**config.mk**
```make
export PLATFORM = sky130hd
export DESIGN_NAME = rst_src_ctrl
export DESIGN_NICKNAME = d
export VERILOG_FILES = /design/src/rtl/rsc_pkg.sv /design/src/rtl/rsc_sync.sv /design/src/rtl/rsc_stretch.sv /design/src/rtl/rsc_regs.sv /design/src/rtl/rst_src_ctrl.sv
export SDC_FILE = /design/constraint.sdc
export NUM_CORES = 1
export LEC_CHECK = 0
export ABC_AREA = 1
export BUFFER_PORTS_ARGS = -buffer_cell sky130_fd_sc_hd__buf_4
export CAP_MARGIN = 20
export CORE_MARGIN = 4
export CORE_UTILIZATION = 45
export DETAILED_ROUTE_END_ITERATION = 8
export GPL_ROUTABILITY_DRIVEN = 0
export PLACE_DENSITY = 0.73
export RECOVER_POWER = 50
export SLEW_MARGIN = 20
export SYNTH_ARGS = -nofsm -noshare
export SYNTH_HDL_FRONTEND = slang
export SYNTH_SLANG_ARGS = --single-unit
```
**constraint.sdc**
```tcl
create_clock -name clk_i -period 2.4 [get_ports clk_i]
set_input_delay 0 -clock clk_i [delete_from_list [all_inputs] [get_ports clk_i]]
set_output_delay 0 -clock clk_i [all_outputs]
set_load 0.01 [all_outputs]
```
**src/rtl/rsc_pkg.sv**
```systemverilog
package rsc_pkg;
  typedef enum logic [1:0] {
    CAUSE_NONE = 2'd0,
    CAUSE_PIN  = 2'd1,
    CAUSE_SUP  = 2'd2,
    CAUSE_MCLK = 2'd3
  } cause_e;

  localparam int unsigned REQ_PIN  = 0;
  localparam int unsigned REQ_SUP  = 1;
  localparam int unsigned REQ_MCLK = 2;
  localparam int unsigned NUM_REQ  = 3;

  localparam int unsigned ADDR_MON = 0;
  localparam int unsigned ADDR_SRC = 1;

  localparam int unsigned MON_EN_BIT   = 7;
  localparam int unsigned MON_STAT_BIT = 6;
  localparam int unsigned SRC_PIN_BIT  = 0;
  localparam int unsigned SRC_SEL_BIT  = 1;
  localparam int unsigned SRC_MCLK_BIT = 2;
  localparam int unsigned SRC_SUP_BIT  = 3;
endpackage

```
**src/rtl/rsc_sync.sv**
```systemverilog
module rsc_sync #(
  parameter int unsigned WIDTH  = 2,
  parameter int unsigned STAGES = 2,
  parameter logic [WIDTH-1:0] RST_VAL = '1
) (
  input  logic             clk_i,
  input  logic             rst_ni,
  input  logic [WIDTH-1:0] d_i,
  output logic [WIDTH-1:0] q_o
);
  for (genvar g = 0; g < WIDTH; g++) begin : g_bit
    logic [STAGES-1:0] sh_q;
    if (STAGES == 1) begin : g_one
      always_ff @(posedge clk_i or negedge rst_ni) begin
        if (!rst_ni) sh_q <= RST_VAL[g];
        else         sh_q <= d_i[g];
      end
    end else begin : g_chain
      always_ff @(posedge clk_i or negedge rst_ni) begin
        if (!rst_ni) sh_q <= {STAGES{RST_VAL[g]}};
        else         sh_q <= {sh_q[STAGES-2:0], d_i[g]};
      end
    end
    assign q_o[g] = sh_q[STAGES-1];
  end
endmodule

```
**src/rtl/rsc_stretch.sv**
```systemverilog
module rsc_stretch
  import rsc_pkg::*;
#(
  parameter int unsigned STRETCH = 16
) (
  input  logic               clk_i,
  input  logic               rst_ni,
  input  logic [NUM_REQ-1:0] req_i,
  output logic               sys_rst_o,
  output logic               release_o,
  output cause_e             cause_o
);
  localparam int unsigned CNT_W = $clog2(STRETCH + 1);

  logic [CNT_W-1:0] cnt_q;
  cause_e           cause_q;
  cause_e           pick;
  logic             any_req;

  assign any_req = |req_i;

  // fixed priority on a tie: pin, then supply, then missing clock
  always_comb begin
    if (req_i[REQ_PIN])      pick = CAUSE_PIN;
    else if (req_i[REQ_SUP]) pick = CAUSE_SUP;
    else if (req_i[REQ_MCLK]) pick = CAUSE_MCLK;
    else                     pick = CAUSE_NONE;
  end

  always_ff @(posedge clk_i or negedge rst_ni) begin
    if (!rst_ni) begin
      cnt_q   <= CNT_W'(STRETCH);
      cause_q <= CAUSE_NONE;
    end else if (any_req) begin
      cnt_q   <= CNT_W'(STRETCH);
      cause_q <= pick;
    end else if (cnt_q != '0) begin
      cnt_q   <= cnt_q - CNT_W'(1);
    end
  end

  assign sys_rst_o = (cnt_q != '0);
  assign release_o = !any_req && (cnt_q == CNT_W'(1));
  assign cause_o   = cause_q;
endmodule

```
**src/rtl/rsc_regs.sv**
```systemverilog
module rsc_regs
  import rsc_pkg::*;
#(
  parameter int unsigned ADDR_W = 2
) (
  input  logic              clk_i,
  input  logic              rst_ni,
  input  logic [ADDR_W-1:0] addr_i,
  input  logic              we_i,
  input  logic [7:0]        wdata_i,
  input  logic              sup_stat_i,
  input  logic              release_i,
  input  cause_e            cause_i,
  output logic              mon_en_o,
  output logic              src_sel_o,
  output logic [7:0]        rdata_o
);
  logic en_q, sel_q;
  logic flag_pin_q, flag_sup_q, flag_mclk_q;
  logic sel_mon, sel_src;
  logic unused_wdata;

  assign sel_mon = (addr_i == ADDR_W'(ADDR_MON));
  assign sel_src = (addr_i == ADDR_W'(ADDR_SRC));
  assign unused_wdata = ^{wdata_i[6:2], wdata_i[0]};

  always_ff @(posedge clk_i or negedge rst_ni) begin
    if (!rst_ni) begin
      en_q  <= 1'b0;
      sel_q <= 1'b0;
    end else if (we_i) begin
      if (sel_mon) en_q  <= wdata_i[MON_EN_BIT];
      if (sel_src) sel_q <= wdata_i[SRC_SEL_BIT];
    end
  end

  always_ff @(posedge clk_i or negedge rst_ni) begin
    if (!rst_ni) begin
      flag_pin_q  <= 1'b0;
      flag_sup_q  <= 1'b0;
      flag_mclk_q <= 1'b0;
    end else if (release_i) begin
      flag_pin_q  <= (cause_i == CAUSE_PIN);
      flag_sup_q  <= (cause_i == CAUSE_SUP);
      flag_mclk_q <= (cause_i == CAUSE_MCLK);
    end
  end

  always_comb begin
    rdata_o = 8'h00;
    if (sel_mon) begin
      rdata_o[MON_EN_BIT]   = en_q;
      rdata_o[MON_STAT_BIT] = sup_stat_i;
    end else if (sel_src) begin
      rdata_o[SRC_PIN_BIT]  = flag_pin_q;
      rdata_o[SRC_SEL_BIT]  = sel_q;
      rdata_o[SRC_MCLK_BIT] = flag_mclk_q;
      rdata_o[SRC_SUP_BIT]  = flag_sup_q;
    end
  end

  assign mon_en_o  = en_q;
  assign src_sel_o = sel_q;
endmodule

```
**src/rtl/rst_src_ctrl.sv**
```systemverilog
module rst_src_ctrl
  import rsc_pkg::*;
#(
  parameter int unsigned ADDR_W      = 2,
  parameter int unsigned STRETCH     = 16,
  parameter int unsigned SYNC_STAGES = 2
) (
  input  logic              clk_i,
  input  logic              rst_ni,
  input  logic              ext_rst_ni,
  input  logic              sup_ok_i,
  input  logic              clk_miss_i,
  input  logic [ADDR_W-1:0] reg_addr_i,
  input  logic              reg_we_i,
  input  logic [7:0]        reg_wdata_i,
  output logic [7:0]        reg_rdata_o,
  output logic              sys_rst_o
);
  logic [1:0]         sync_q;
  logic               pin_n_s, sup_ok_s;
  logic               mon_en, src_sel;
  logic               rel;
  cause_e             cause;
  logic [NUM_REQ-1:0] req;

  rsc_sync #(
    .WIDTH  (2),
    .STAGES (SYNC_STAGES),
    .RST_VAL(2'b11)
  ) u_sync (
    .clk_i (clk_i),
    .rst_ni(rst_ni),
    .d_i   ({sup_ok_i, ext_rst_ni}),
    .q_o   (sync_q)
  );

  assign pin_n_s  = sync_q[0];
  assign sup_ok_s = sync_q[1];

  assign req[REQ_PIN]  = !pin_n_s;
  assign req[REQ_SUP]  = mon_en && src_sel && !sup_ok_s;
  assign req[REQ_MCLK] = clk_miss_i;

  rsc_stretch #(.STRETCH(STRETCH)) u_stretch (
    .clk_i    (clk_i),
    .rst_ni   (rst_ni),
    .req_i    (req),
    .sys_rst_o(sys_rst_o),
    .release_o(rel),
    .cause_o  (cause)
  );

  rsc_regs #(.ADDR_W(ADDR_W)) u_regs (
    .clk_i     (clk_i),
    .rst_ni    (rst_ni),
    .addr_i    (reg_addr_i),
    .we_i      (reg_we_i),
    .wdata_i   (reg_wdata_i),
    .sup_stat_i(sup_ok_s),
    .release_i (rel),
    .cause_i   (cause),
    .mon_en_o  (mon_en),
    .src_sel_o (src_sel),
    .rdata_o   (reg_rdata_o)
  );
endmodule

```
==> impl_metrics.ini <==
[status]
status = finished clean

[detailed_routing]
wl_per_cell_um = 9.51
met1Wirelength_um = 676
wl_met3_um = 45
vias_per_cell = 4.34
detail-route-antenna-nets = 0
met2_length_um = 716
drt_wl_total_um = 1470
drt-pass1-iter-count = 6
top_layer = met4
vias = 669
drc = 0
drtIter0Drc = 11

[critical_path]
path_max_fanout = 6
crit_start = u_stretch.cnt_q[0]$_DFFE_PN0P_
cp.required_ns = 2.40
reg2reg_from = u_regs.mon_en_o$_DFFE_PN0P_
endpoint = sys_rst_o
worst_setup_path_start_kind = register
arrival_ns = 1.32
reg2reg_depth = 3
rr_endpoint = u_regs.mon_en_o$_DFFE_PN0P_
reg2reg_slack_ns = 1.20
critical_path_class = reg -> out
end_kind = output port

[synth]
synth_area_um2 = 821
synthCells = 102
ys.flop_type = dfrtp_1
yosysTopAreaCellShare_pct = 33.5
avgSynthCellArea_um2 = 8.05
async_reset_ff_share_pct = 100
yosys-top-cells-count = nor2_1 (21), inv_1 (18), nand2_1 (18)
synth_most_common_cell = nor2_1
synth_seq_cells = 16
synth_area_leaders = dfrtp_1 (34%), dfstp_2 (16%), nor2_1 (9.6%), inv_1 (8.2%), nand2_1 (8.2%)
synth_top_area_cell = dfrtp_1
synth-seq-area-share_pct = 49.5
yosysWarnings = 0
synth.distinct_cells = 19
synth_edf_count = 0

[pwr]
p_sw_w = 0.000176
intPower_w = 0.000448
power.total_w = 0.000624
swShare_pct = 28.2
power_frac_comb_pct = 20.7
seqPwrFrac_pct = 50.6
power.leakage_nw = 0.549
peakVddDrop_mv = 0.437
clkPwrFrac_pct = 28.7
pwr_density_cell_nw_per_um2 = 581

[clock_network]
clk_path_buf_depth = 2
cts_max_level = 1
ctsResizeCount = 0
cts_sinks = 16
cts_made_buffers = 3
cts_root_buf = clkbuf_4
clk_pin_slew_ns = 0.09
cts_tree = done
clk_latency_ns = 0.29

[sta]
period_minus_slack_ns = 1.32
setup_viol = 0
drv_slew = 0
period_share_pct = 55.2
clock.fmax_ghz = 0.755
hold-worst-slack_ns = 0.312
rsz0062_at_grt = no
tns_ns = 0
slew_headroom_pct = 44.9
hold_violations = 0
worst_pin_slew_ns = 0.827
finClkSkew_ns = 0.000636

[global_route]
antenna_found_initial = 0
grt_pass1_vias = 661
grt_first_pass_wirelength_um = 2680
grtUsageTotal_pct = 13.8
grt_overflow = 0
grt_max_degree = 17

[cells_and_area]
area_delta_synth_final_pct = 30.8
final_nets = 148
fillers = 161
diodes = 0
drive_gt1_share_pct = 24.8

[die]
initial_core_util_pct = 47.5
ios = 25
rows = 15
core-area_um2 = 1730
die_w_um = 50.7
die_area_um2 = 2570
die_y_um = 50.7

[placement]
portBuffers = 16
dp_hpwl_um = 1110

[flow_run]
cap_violations = 0

[min_path]
min_path_type = in -> async
==> routing by layer <==
metal | vias to the layer above | track usage [%]
met5 | - | 0
met1 | 298 | 15.9
met4 | 0 | 6.73
met2 | 12 | 25.0
li1 | 355 | -
met3 | 4 | 1.78
==> flip-flops by register name, indices dropped and copies added (netlist names) <==
signal / count
u_regs.flag_pin_q: 1
u_regs.flag_mclk_q: 1
u_regs.src_sel_o: 1
u_regs.flag_sup_q: 1
u_stretch.cnt_q: 5
u_regs.mon_en_o: 1
u_sync.g_bit.sh_q: 4
u_stretch.cause_o: 2
==> cell usage in the layout (no fill, tap or decap) <==
cell type	count
a21oi_1	3
buf_4	13
clkbuf_1	1
clkbuf_4	5
clkbuf_8	1
clkinv_1	1
conb_1	2
dfrtp_1	11
dfstp_2	5
dlygate4sd3_1	8
ha_1	2
inv_1	18
nand2_1	18
nand2_2	3
nand3_1	7
nand3_2	1
nor2_1	21
nor2_2	1
nor2_4	2
nor2_8	1
nor3_1	1
o21ai_0	3
o21ai_1	1
==> critical path, cell delays in order (launching register included) <==
cell and delay [ns]:
dfrtp_1 0.42, inv_1 0.11, ha_1 0.19, nand3_2 0.14
buf_4 0.18
==> kinds of logic (layout without fill, tap and decap cells) <==
group,after synthesis,after routing,synth area share [%]
AND/OR/NAND/NOR,55,55,32.2
other,1,2,0.457
AO/OA/AOI/OAI,7,7,4.27
flip-flops,16,16,49.5
adder cells (fa/ha/maj),2,2,3.05
buffers and inverters,21,47,10.5
==> what timing repair did <==
item | in CTS | in global routing
endpoints found under the hold margin | 22 | 0
setup buffers | 0 | 0
hold buffers | 8 | 0
==> through the flow <==
stage          area, um^2  worst slack [ns]  std cells  utilization, %
6_report             1070              1.08        154            62.2
3_3_place_gp          961              1.29        142            55.7
3_5_place_dp          961              1.24        142            55.7
4_1_cts              1080              1.06        154            62.4
2_1_floorplan         825              1.32        103               -
5_1_grt              1070             0.972        154            62.2
==> layout make-up <==
| type | instances | area, um^2 | share of cell area (%) |
|---|---|---|---|
| flip-flops and latches | 16 | 407 | 37.9 |
| multi-input cells | 66 | 332 | 30.9 |
| repair buffers | 24 | 196 | 18.3 |
| inverters | 19 | 71.3 | 6.64 |
| clock buffers | 4 | 36.3 | 3.38 |
| well taps | 25 | 31.3 | 2.91 |
==> how the worst min path moves through the flow <==
| stage | from | end | slack, ns | cells past startpoint |
|---|---|---|---|---|
| final | rst_ni | u_stretch.cnt_q[1]$_DFFE_PN0P_ | 0.31 | 2 |
| after global routing | u_sync.g_bit[1].sh_q[0]$_DFF_PN1_ | u_sync.g_bit[1].sh_q[1]$_DFF_PN1_ | 0.37 | 0 |
| after CTS | rst_ni | u_regs.mon_en_o$_DFFE_PN0P_ | 0.09 | 2 |
| after detailed placement | rst_ni | u_stretch.cnt_q[0]$_DFFE_PN0P_ | -0.13 | 1 |
| after global placement | rst_ni | u_stretch.cnt_q[3]$_DFFE_PN0P_ | -0.13 | 1 |
| after floorplan | rst_ni | u_regs.flag_mclk_q$_DFFE_PN0P_ | -0.30 | 0 |
==> power groups by stage <==
stage               sequential [W]  combinational (W)  clock [W]
finish                    0.000316           0.000129   0.000179
global route              0.000319           0.000151   0.000197
CTS                       0.000316           0.000132   0.000186
detailed placement        0.000321           0.000116          0
global placement          0.000319           0.000113          0
floorplan                 0.000315          0.0000820          0
Note: power is estimated with default switching activity, not from simulation.
